<file path="config.mk">
export PLATFORM = sky130hd
export DESIGN_NAME = irqc_top
export DESIGN_NICKNAME = d
export VERILOG_FILES = /design/src/rtl/irqc_pkg.sv /design/src/rtl/irqc_capture.sv /design/src/rtl/irqc_arb.sv /design/src/rtl/irqc_nest.sv /design/src/rtl/irqc_top.sv
export SDC_FILE = /design/constraint.sdc
export NUM_CORES = 1
export LEC_CHECK = 0
export BUFFER_PORTS_ARGS = -buffer_cell sky130_fd_sc_hd__buf_4
export CAP_MARGIN = 15
export CORE_MARGIN = 4
export CORE_UTILIZATION = 45
export CTS_CLUSTER_SIZE = 20
export DETAILED_ROUTE_END_ITERATION = 6
export HOLD_SLACK_MARGIN = 0.1
export SETUP_SLACK_MARGIN = 0.15
export SYNTH_ARGS = -nofsm -noshare
export SYNTH_HDL_FRONTEND = slang
export SYNTH_HIERARCHICAL = 1
export SYNTH_SLANG_ARGS = --single-unit
</file>
<file path="constraint.sdc">
create_clock -name clk -period 58.2 [get_ports clk]
set_input_delay 11.64 -clock clk [delete_from_list [all_inputs] [get_ports clk]]
set_output_delay 11.64 -clock clk [all_outputs]
set_load 0.02 [all_outputs]
</file>
<file path="src/rtl/irqc_pkg.sv">
package irqc_pkg;
  localparam int BUS_W = 32;

  localparam logic [7:0] OFS_ACT   = 8'h00;
  localparam logic [7:0] OFS_RAW   = 8'h04;
  localparam logic [7:0] OFS_ENSET = 8'h08;
  localparam logic [7:0] OFS_ENCLR = 8'h0C;
  localparam logic [7:0] OFS_VEC   = 8'h10;
  localparam logic [7:0] OFS_BASE  = 8'h14;
  localparam logic [7:0] OFS_LVL   = 8'h18;
  localparam logic [7:0] OFS_PRIO  = 8'h20;
  localparam logic [7:0] OFS_NEST  = 8'h30;
  localparam logic [7:0] OFS_TRIG  = 8'h34;
  localparam logic [7:0] OFS_ECLR  = 8'h38;

  typedef enum logic [1:0] {
    TRIG_LEVEL = 2'b00,
    TRIG_RISE  = 2'b01,
    TRIG_FALL  = 2'b10,
    TRIG_LVL2  = 2'b11
  } trig_e;

  // handler pointer: one 32-bit entry per source
  function automatic logic [BUS_W-1:0] vec_addr(input logic [BUS_W-1:0] base,
                                                input logic [7:0] idx);
    return base + {22'd0, idx, 2'b00};
  endfunction

  // byte offset of the priority word holding source i
  function automatic logic [7:0] prio_word_ofs(input int i);
    return OFS_PRIO + 8'(4 * (i / 8));
  endfunction

  // low bit of source i's field inside its priority word
  function automatic int prio_lsb(input int i);
    return 4 * (i % 8);
  endfunction
endpackage

</file>
<file path="src/rtl/irqc_capture.sv">
module irqc_capture
  import irqc_pkg::*;
#(
  parameter int NSRC = 21,
  parameter int NEXT = 8
) (
  input  logic              clk,
  input  logic              rst_n,
  input  logic [NSRC-1:0]   src,
  input  logic [2*NEXT-1:0] trig_cfg,
  input  logic [NSRC-1:0]   edge_clr,
  output logic [NSRC-1:0]   pend
);
  for (genvar g = 0; g < NSRC; g++) begin : g_src
    if (g < NEXT) begin : g_ext
      logic  prev_q, latch_q, edge_evt;
      trig_e mode;
      assign mode = trig_e'(trig_cfg[2*g +: 2]);
      always_comb begin
        case (mode)
          TRIG_RISE: edge_evt = src[g] & ~prev_q;
          TRIG_FALL: edge_evt = ~src[g] & prev_q;
          default:   edge_evt = 1'b0;
        endcase
      end
      always_ff @(posedge clk) begin
        if (!rst_n) begin
          prev_q  <= 1'b0;
          latch_q <= 1'b0;
        end else begin
          prev_q  <= src[g];
          latch_q <= (latch_q & ~edge_clr[g]) | edge_evt;
        end
      end
      assign pend[g] = (mode == TRIG_RISE || mode == TRIG_FALL) ? latch_q : src[g];
    end else begin : g_lvl
      assign pend[g] = src[g];
    end
  end
endmodule

</file>
<file path="src/rtl/irqc_arb.sv">
module irqc_arb #(
  parameter int NSRC = 21,
  parameter int PW   = 3,
  parameter int IW   = 5
) (
  input  logic [NSRC-1:0]    req,
  input  logic [NSRC*PW-1:0] prio,
  output logic               win_vld,
  output logic [IW-1:0]      win_idx,
  output logic [PW-1:0]      win_prio
);
  always_comb begin
    win_vld  = 1'b0;
    win_idx  = '0;
    win_prio = '0;
    for (int i = 0; i < NSRC; i++) begin
      // strict compare keeps the lower index on a tie
      if (req[i] && (!win_vld || prio[i*PW +: PW] > win_prio)) begin
        win_vld  = 1'b1;
        win_idx  = IW'(i);
        win_prio = prio[i*PW +: PW];
      end
    end
  end
endmodule

</file>
<file path="src/rtl/irqc_nest.sv">
module irqc_nest #(
  parameter int PW = 3
) (
  input  logic             clk,
  input  logic             rst_n,
  input  logic             take,
  input  logic [PW-1:0]    take_prio,
  input  logic             pop,
  output logic [PW-1:0]    lvl,
  output logic             busy,
  output logic [(1<<PW)-1:0] insvc
);
  localparam int NLVL = 1 << PW;
  logic [NLVL-1:0] insvc_q, set_m, clr_m;

  always_comb begin
    lvl = '0;
    for (int k = 0; k < NLVL; k++) if (insvc_q[k]) lvl = PW'(k);
  end
  assign busy  = |insvc_q;
  assign set_m = take ? (NLVL'(1) << take_prio) : '0;
  assign clr_m = (pop && busy) ? (NLVL'(1) << lvl) : '0;

  always_ff @(posedge clk) begin
    if (!rst_n) insvc_q <= '0;
    else        insvc_q <= (insvc_q & ~clr_m) | set_m;
  end
  assign insvc = insvc_q;
endmodule

</file>
<file path="src/rtl/irqc_top.sv">
module irqc_top
  import irqc_pkg::*;
#(
  parameter int NSRC = 21,
  parameter int NEXT = 8,
  parameter int PW   = 3,
  parameter int AW   = 10
) (
  input  logic             clk,
  input  logic             rst_n,
  input  logic [NSRC-1:0]  src_i,
  input  logic             bus_wr,
  input  logic             bus_rd,
  input  logic [AW-1:0]    bus_addr,
  input  logic [BUS_W-1:0] bus_wdata,
  output logic [BUS_W-1:0] bus_rdata,
  output logic             irq_o,
  output logic             fiq_o
);
  localparam int IW   = $clog2(NSRC);
  localparam int NLVL = 1 << PW;

  // decode
  logic       sel_n, sel_f;
  logic [7:0] off;
  assign sel_n = (bus_addr[AW-1:8] == '0);
  assign sel_f = (bus_addr[AW-1:8] == (AW-8)'(1));
  assign off   = bus_addr[7:0];

  logic wr_enset_n, wr_enclr_n, wr_enset_f, wr_enclr_f;
  logic take_n, take_f, pop_n, pop_f;
  assign wr_enset_n = bus_wr && sel_n && off == OFS_ENSET;
  assign wr_enclr_n = bus_wr && sel_n && off == OFS_ENCLR;
  assign wr_enset_f = bus_wr && sel_f && off == OFS_ENSET;
  assign wr_enclr_f = bus_wr && sel_f && off == OFS_ENCLR;
  assign pop_n      = bus_wr && sel_n && off == OFS_LVL;
  assign pop_f      = bus_wr && sel_f && off == OFS_LVL;

  // registers
  logic [NSRC-1:0]   en_n, en_f;
  logic [BUS_W-1:0]  base_q;
  logic [1:0]        nest_q;
  logic [2*NEXT-1:0] trig_q;
  logic [PW-1:0]     prio_q [NSRC];
  logic [NSRC*PW-1:0] prio_flat;

  for (genvar g = 0; g < NSRC; g++) begin : g_pf
    assign prio_flat[g*PW +: PW] = prio_q[g];
  end

  always_ff @(posedge clk) begin
    if (!rst_n) begin
      en_n   <= '0;
      en_f   <= '0;
      base_q <= '0;
      nest_q <= '0;
      trig_q <= '0;
      for (int i = 0; i < NSRC; i++) prio_q[i] <= '0;
    end else begin
      if (wr_enset_n) en_n <= en_n | bus_wdata[NSRC-1:0];
      if (wr_enclr_n) en_n <= en_n & ~bus_wdata[NSRC-1:0];
      if (wr_enset_f) en_f <= en_f | bus_wdata[NSRC-1:0];
      if (wr_enclr_f) en_f <= en_f & ~bus_wdata[NSRC-1:0];
      if (bus_wr && sel_n) begin
        if (off == OFS_BASE) base_q <= {bus_wdata[BUS_W-1:2], 2'b00};
        if (off == OFS_NEST) nest_q <= bus_wdata[1:0];
        if (off == OFS_TRIG) trig_q <= bus_wdata[2*NEXT-1:0];
        for (int i = 0; i < NSRC; i++)
          if (off == prio_word_ofs(i)) prio_q[i] <= bus_wdata[prio_lsb(i) +: PW];
      end
    end
  end

  // capture
  logic [NSRC-1:0] edge_clr, pend, act_n, act_f;
  assign edge_clr = (bus_wr && sel_n && off == OFS_ECLR) ? bus_wdata[NSRC-1:0] : '0;

  irqc_capture #(.NSRC(NSRC), .NEXT(NEXT)) u_cap (
    .clk(clk), .rst_n(rst_n), .src(src_i), .trig_cfg(trig_q),
    .edge_clr(edge_clr), .pend(pend)
  );
  assign act_n = pend & en_n;
  assign act_f = pend & en_f;

  // arbitration
  logic          win_vld_n, win_vld_f;
  logic [IW-1:0] win_idx_n, win_idx_f;
  logic [PW-1:0] win_prio_n, win_prio_f;

  irqc_arb #(.NSRC(NSRC), .PW(PW), .IW(IW)) u_arb_n (
    .req(act_n), .prio(prio_flat),
    .win_vld(win_vld_n), .win_idx(win_idx_n), .win_prio(win_prio_n)
  );
  irqc_arb #(.NSRC(NSRC), .PW(PW), .IW(IW)) u_arb_f (
    .req(act_f), .prio(prio_flat),
    .win_vld(win_vld_f), .win_idx(win_idx_f), .win_prio(win_prio_f)
  );

  // nesting
  assign take_n = bus_rd && sel_n && off == OFS_VEC && win_vld_n;
  assign take_f = bus_rd && sel_f && off == OFS_VEC && win_vld_f;

  logic [PW-1:0]   lvl_n, lvl_f;
  logic            busy_n, busy_f;
  logic [NLVL-1:0] insvc_n, insvc_f;

  irqc_nest #(.PW(PW)) u_nest_n (
    .clk(clk), .rst_n(rst_n), .take(take_n), .take_prio(win_prio_n),
    .pop(pop_n), .lvl(lvl_n), .busy(busy_n), .insvc(insvc_n)
  );
  irqc_nest #(.PW(PW)) u_nest_f (
    .clk(clk), .rst_n(rst_n), .take(take_f), .take_prio(win_prio_f),
    .pop(pop_f), .lvl(lvl_f), .busy(busy_f), .insvc(insvc_f)
  );

  assign irq_o = win_vld_n && (!nest_q[0] || !busy_n || win_prio_n > lvl_n);
  assign fiq_o = win_vld_f && (!nest_q[1] || !busy_f || win_prio_f > lvl_f);

  // read mux
  always_comb begin
    bus_rdata = '0;
    if (sel_n) begin
      case (off)
        OFS_ACT:   bus_rdata[NSRC-1:0] = act_n;
        OFS_RAW:   bus_rdata[NSRC-1:0] = src_i;
        OFS_ENSET: bus_rdata[NSRC-1:0] = en_n;
        OFS_VEC:   bus_rdata = vec_addr(base_q, 8'(win_idx_n));
        OFS_BASE:  bus_rdata = base_q;
        OFS_LVL:   bus_rdata[PW:0] = {busy_n, lvl_n};
        OFS_NEST:  bus_rdata[1:0] = nest_q;
        OFS_TRIG:  bus_rdata[2*NEXT-1:0] = trig_q;
        default: begin
          for (int i = 0; i < NSRC; i++)
            if (off == prio_word_ofs(i)) bus_rdata[prio_lsb(i) +: PW] = prio_q[i];
        end
      endcase
    end else if (sel_f) begin
      case (off)
        OFS_ACT:   bus_rdata[NSRC-1:0] = act_f;
        OFS_RAW:   bus_rdata[NSRC-1:0] = src_i;
        OFS_ENSET: bus_rdata[NSRC-1:0] = en_f;
        OFS_VEC:   bus_rdata = vec_addr(base_q, 8'(win_idx_f));
        OFS_LVL:   bus_rdata[PW:0] = {busy_f, lvl_f};
        default:   bus_rdata = '0;
      endcase
    end
  end
endmodule

</file>
# [After elaboration in Yosys (flattened, before gate mapping)]
# Memory sizes are Yosys's and may differ from the RTL's.
# Cells that the tools add are included.
[op_classes] n_reduce_logical=167 n_bitwise=90 magnitude_cmp=42 addsub=2 mux=241 n_shift=4 n_eq_ne=29
[op_table] operator="3-bit two-way mux" n=100
[op_table] operator="3-bit > comparator" n=42
[op_table] operator="21-bit AND" n=4
[op_table] operator="21-bit two-way mux" n=4
[op_table] operator="17-bit one-hot mux with 4 select lines" n=1
[op_table] operator="1-bit two-way mux" n=67
[op_table] operator="32-bit by 7-bit adder with 32-bit output" n=2
[op_table] operator="32-bit two-way mux" n=2
[op_table] operator="4-bit two-way mux" n=16
[op_table] operator="3-bit one-hot mux with 7 select lines" n=3
[op_table] operator="1-bit logical AND" n=59
[op_table] operator="1-bit logical OR" n=52
[op_table] operator="5-bit two-way mux" n=10
[op_table] operator="8-bit by 6-bit == test with 1-bit output, second input constant" n=6
[op_table] operator="1-bit zero test" n=44
[op_table] operator="21-bit bitwise OR" n=2
[op_table] operator="8-bit two-way mux" n=5
[op_table] operator="1-bit by 3-bit left shift with 8-bit output, first input constant" n=4
[op_table] operator="1-bit bitwise OR" n=29
[op_table] operator="1-bit AND" n=24
[op_table] operator="8-bit by 5-bit == test with 1-bit output, second input constant" n=3
[op_table] operator="1-bit inverter" n=24
[op_table] operator="1-bit one-hot mux with 6 select lines" n=4
[op_table] operator="1-bit one-hot mux with 2 select lines" n=11
[op_table] operator="other kinds (26)" n=57
[totals] ramBits=63 mem_count=1 ff_bits=122 elab_cells=599
[mem_list] name="prio_q" depth=21 width=3 read_ports=21 rd_ports_with_merged_regs=0 write_ports=21 line="irqc_top.sv:44" source="logic [PW-1:0] prio_q [NSRC];"

# [Logic depth before layout (Yosys ltp)]
[logic_depth] depth_word=89 depth_mapped=183 depth_no_buf=177

# [By module]
# The synthesis kept the hierarchy.
[by_module_without_submodules] mod="irqc_top" cells_each=1244 instances=1 area_per_inst_um2=10067.2
[by_module_without_submodules] mod="irqc_arb (u_arb_n)" cells_each=454 instances=1 area_per_inst_um2=3069.2
[by_module_without_submodules] mod="irqc_arb (u_arb_f)" cells_each=454 instances=1 area_per_inst_um2=3060.4
[by_module_without_submodules] mod="irqc_capture" cells_each=119 instances=1 area_per_inst_um2=1106.1
[by_module_without_submodules] mod="irqc_nest" cells_each=49 instances=2 area_per_inst_um2=426.7

# [Worst setup path before layout]
# Ideal clock, no wire load.
[synth_timing] path_kind="in2out" from="input port src_i[0]" to="output port bus_rdata[24]" t_required_ns=46.560 path_slack_ns=5.797 path_buffers=7 stages=164 t_arrival_ns=40.763 path_cell_list="mux2_2 -> and2_1 -> buf_2 -> nand2_1 -> inv_1 -> ha_1 -> and3b_1 -> o21ai_1 -> a21oi_1 -> nor2_1 -> ha_1 -> a21oi_1 -> o21ai_0 -> a31o_2 -> o31ai_4 -> ha_1 -> a32oi_1 -> o21a_1 -> [128 not listed] -> a21oi_1 -> a211o_1 -> ha_1 -> a21o_1 -> a21oi_1 -> a31oi_1 -> o21ai_1 -> o221a_2 -> ha_1 -> inv_1 -> fa_1 -> nand2b_1 -> a21oi_1 -> clkbuf_1 -> o211ai_1 -> o31ai_1 -> a21oi_1 -> o32ai_1"
[synth_between] word_cells_on_any_way=289
[synth_lines] element="start: declaration" line="irqc_top.sv:11" source="input logic [NSRC-1:0] src_i,"
[synth_lines] element="1-bit two-way mux (*)" line="irqc_capture.sv:35" source="assign pend[g] = (mode == TRIG_RISE || mode == TRIG_FALL) ? latch_q : src[g];"
[synth_lines] element="21-bit AND (*)" line="irqc_top.sv:82" source="assign act_n = pend & en_n;"
[synth_lines] element="via act_n[0]" line="irqc_top.sv:75" source="logic [NSRC-1:0] edge_clr, pend, act_n, act_f;"
[synth_lines] element="3-bit two-way mux or 1-bit two-way mux (tied branches)" line="irqc_arb.sv:18" source="if (req[i] && (!win_vld || prio[i*PW +: PW] > win_prio)) begin"
[synth_lines] element="3-bit > comparator or 1-bit zero test (tied branches)" line="irqc_arb.sv:18"
[synth_lines] element="1-bit logical OR" line="irqc_arb.sv:18"
[synth_lines] element="1-bit logical AND" line="irqc_arb.sv:18"
[synth_lines] element="3-bit two-way mux or 1-bit two-way mux (tied branches)" line="irqc_arb.sv:18"
[synth_lines] element="[72 not listed]"
[synth_lines] element="3-bit > comparator or 1-bit zero test (tied branches)" line="irqc_arb.sv:18"
[synth_lines] element="1-bit logical OR" line="irqc_arb.sv:18"
[synth_lines] element="1-bit logical AND" line="irqc_arb.sv:18"
[synth_lines] element="5-bit two-way mux (*)" line="irqc_arb.sv:18"
[synth_lines] element="via win_idx_n[0]" line="irqc_top.sv:87" source="logic [IW-1:0] win_idx_n, win_idx_f;"
[synth_lines] element="32-bit by 7-bit adder with 32-bit output (*)" line="irqc_pkg.sv:26" source="return base + {22'd0, idx, 2'b00};"
[synth_lines] element="3-bit one-hot mux with 3 select lines (*)" line="irqc_top.sv:123" source="case (off)"
[synth_lines] element="32-bit two-way mux (*)" line="irqc_top.sv:122" source="if (sel_n) begin"
[synth_lines] element="end: declaration" line="irqc_top.sv:16" source="output logic [BUS_W-1:0] bus_rdata,"
# Mark *: on every way through the listed nets, which the timed path passes. The rest lies on a longest branch.

# [Worst setup path after layout]
[layout_timing] from="input port src_i[0]" to="output port bus_rdata[26]"
[layout_between] word_cells_on_any_way=289
[layout_lines] element="1-bit two-way mux (*)" line="irqc_capture.sv:35"
[layout_lines] element="via pend[0]" line="irqc_top.sv:75"
[layout_lines] element="21-bit AND (*)" line="irqc_top.sv:82"
[layout_lines] element="via act_n[0]" line="irqc_top.sv:75"
[layout_lines] element="3-bit two-way mux or 1-bit two-way mux (tied branches)" line="irqc_arb.sv:18"
[layout_lines] element="3-bit > comparator or 1-bit zero test (tied branches)" line="irqc_arb.sv:18"
[layout_lines] element="1-bit logical OR" line="irqc_arb.sv:18"
[layout_lines] element="1-bit logical AND" line="irqc_arb.sv:18"
[layout_lines] element="[73 not listed]"
[layout_lines] element="3-bit > comparator or 1-bit zero test (tied branches)" line="irqc_arb.sv:18"
[layout_lines] element="1-bit logical OR" line="irqc_arb.sv:18"
[layout_lines] element="1-bit logical AND" line="irqc_arb.sv:18"
[layout_lines] element="5-bit two-way mux (*)" line="irqc_arb.sv:18"
[layout_lines] element="via win_idx_n[0]" line="irqc_top.sv:87"
[layout_lines] element="32-bit by 7-bit adder with 32-bit output (*)" line="irqc_pkg.sv:26"
[layout_lines] element="3-bit one-hot mux with 3 select lines (*)" line="irqc_top.sv:123"
[layout_lines] element="32-bit two-way mux (*)" line="irqc_top.sv:122"
# Marked as above.

==> metrics.cfg <==
[route]
wl_per_cell_um=26.3
ant_nets=0
totalWireLength_um=77500
first_iter_violations=2679
first_pass_iters=7
drc_errors=11
vias=19600
vias_per_cell=6.66

[timing]
tightest_slew_ns=1.24
drv_slew=0
hold_viol=0
setup_viol=0
setup_tns_ns=0
fmax_ghz=0.0179
slew_headroom_pct=16.8
fin_crit_sh_pct=96.2
fin_skew_ns=0.0115
finalCriticalPeriod_ns=55.98
rsz0062_at_grt=false

[clock_network]
path_clk_slew_ns=0.08
numCtsBuffers=17
cts_root_buffer=clkbuf_16
cts_tree=built
cts_sinks=185
clk_latency_ns=0.47
clockBufferDepth=2
cts_hold_buf=0
htree_levels=4

[logic_synthesis]
syn-instance-count=2355
syn-num-nets=2552
synthesis.area_um2=18100
avgSynthCellArea_um2=7.67
yosysWarnings=6

[power_and_ir_drop]
clockPowerShare_pct=40.4
pwr-share-seq_pct=46.9
internal-power_uw=212
swShare_pct=30.6
combPwrFrac_pct=12.6
power_switching_uw=93.8
peakVddDrop_v=0.0000230
p_per_area_nw_per_um2=15.1
p_leak_nw=7.74

[floorplanning]
die_y_um=208
core_area_um2=39700
die_x_um=208
rows=73
start_util_pct=45.5
die_area_um2=43400
boundaryPins=101

[outcome]
violations=DRC
outcome=complete, but fails checks

[grt]
grt_max_degree=79
antenna_found_initial=4
grt_pass1_wl_um=114000
grt_util_all_layers_pct=33.8
grt_pass1_vias=18200
grt.overflow.total=0

[setup_path]
timing.rr.start=trig_q[0]$_SDFFE_PN0P_
required_ns=46.56
reg2regPathDepth=156
worstSetupPathType=input pin to primary output
critical_path.startpoint_type=input pin
cp_max_fo=16
crit_path_start=src_i[0]
slowest_delay_ns=0.58
cp_common_cell=ha_1
r2r-end=u_nest_n/insvc[1]$_SDFF_PN0_
arrival_ns=44.34
ff2ff_setup_slack_ns=26.15
cp-end-kind=primary output
worst_path_max_delay_cell=or4_1
crit_end=bus_rdata[26]

[final_layout]
final_common_cell=nand2_1
final_core_util_pct=51.0
syn_to_final_growth_pct=12.2
mostFrequentLayoutCells=nand2_1, a21oi_1, buf_4
diodes=0
final_nets=2608
layout-drive-gt1-share_pct=15.2
final_cell_area_um2=20300

[place]
place_congestion=1.00
place_area_um2=19400
hpwl_um=59600
port-buffer-count=100

[flow_run]
max-cap-violations=0

[hold_path]
holdCritPathClass=flop to flop

cell type report:
cell class                 count  area (um^2)
clock inverter                11          110
fill                        3896        19400
clock buffer                  21          493
tap                          525          657
sequential                   185         4330
multi-input combinational   1876        12800
inverter                     154          578
timing repair buffer         177         1330
how the worst min path moves through the flow:
stage,startpoint,to,slack [ns],cells after the start
floorplan,base_q[31]$_SDFFE_PN0P_,base_q[31]$_SDFFE_PN0P_,0.44,2
global placement,base_q[31]$_SDFFE_PN0P_,base_q[31]$_SDFFE_PN0P_,0.47,2
detailed placement,base_q[31]$_SDFFE_PN0P_,base_q[31]$_SDFFE_PN0P_,0.46,2
CTS,base_q[31]$_SDFFE_PN0P_,base_q[31]$_SDFFE_PN0P_,0.47,2
global route,u_cap/g_src[7].g_ext.latch_q$_SDFF_PN0_,u_cap/g_src[7].g_ext.latch_q$_SDFF_PN0_,0.53,1
finish,base_q[31]$_SDFFE_PN0P_,base_q[31]$_SDFFE_PN0P_,0.47,2
power groups by stage:
stage | registers (mW) | logic, mW | clock network [mW]
finish | 0.144 | 0.0387 | 0.124
global route | 0.144 | 0.0413 | 0.129
CTS | 0.143 | 0.0364 | 0.124
detailed placement | 0.146 | 0.0363 | 0
global placement | 0.146 | 0.0355 | 0
floorplan | 0.142 | 0.0218 | 0
worst max-delay path: cells and delay by family:
kind | cells | cell delay (ns)
buffers and inverters | 9 | 1.10
AO/OA/AOI/OAI | 84 | 16.52
AND/OR/NAND/NOR | 39 | 6.26
adder cells (fa/ha/maj) | 23 | 6.72
multiplexers | 7 | 2.07
stage by stage:
step	std cells	hold slack [ns]	power [mW]	setup slack, ns
after floorplan	2355	0.445	0.164	5.80
after global placement	2912	0.465	0.182	1.75
after detailed placement	2912	0.465	0.183	0.602
after CTS	2944	0.475	0.304	0.542
after global routing	2949	0.526	0.314	0.152
final	2949	0.474	0.306	2.22
timing repair:
| item | in CTS | in global routing |
|---|---|---|
| buffers inserted | 0 | 5 |
| endpoints found under the setup margin | 0 | 32 |
| resized for setup | 0 | 61 |
routing by layer:
layer,vias to the layer above,global-route usage (%),part of all wire [%]
li1,8847,-,-
met5,-,0,0.070
met4,10,13.8,4.5
met2,1204,52.8,44
met1,9368,45.7,41
met3,214,6.86,10
(Power assumes the default switching activity.)
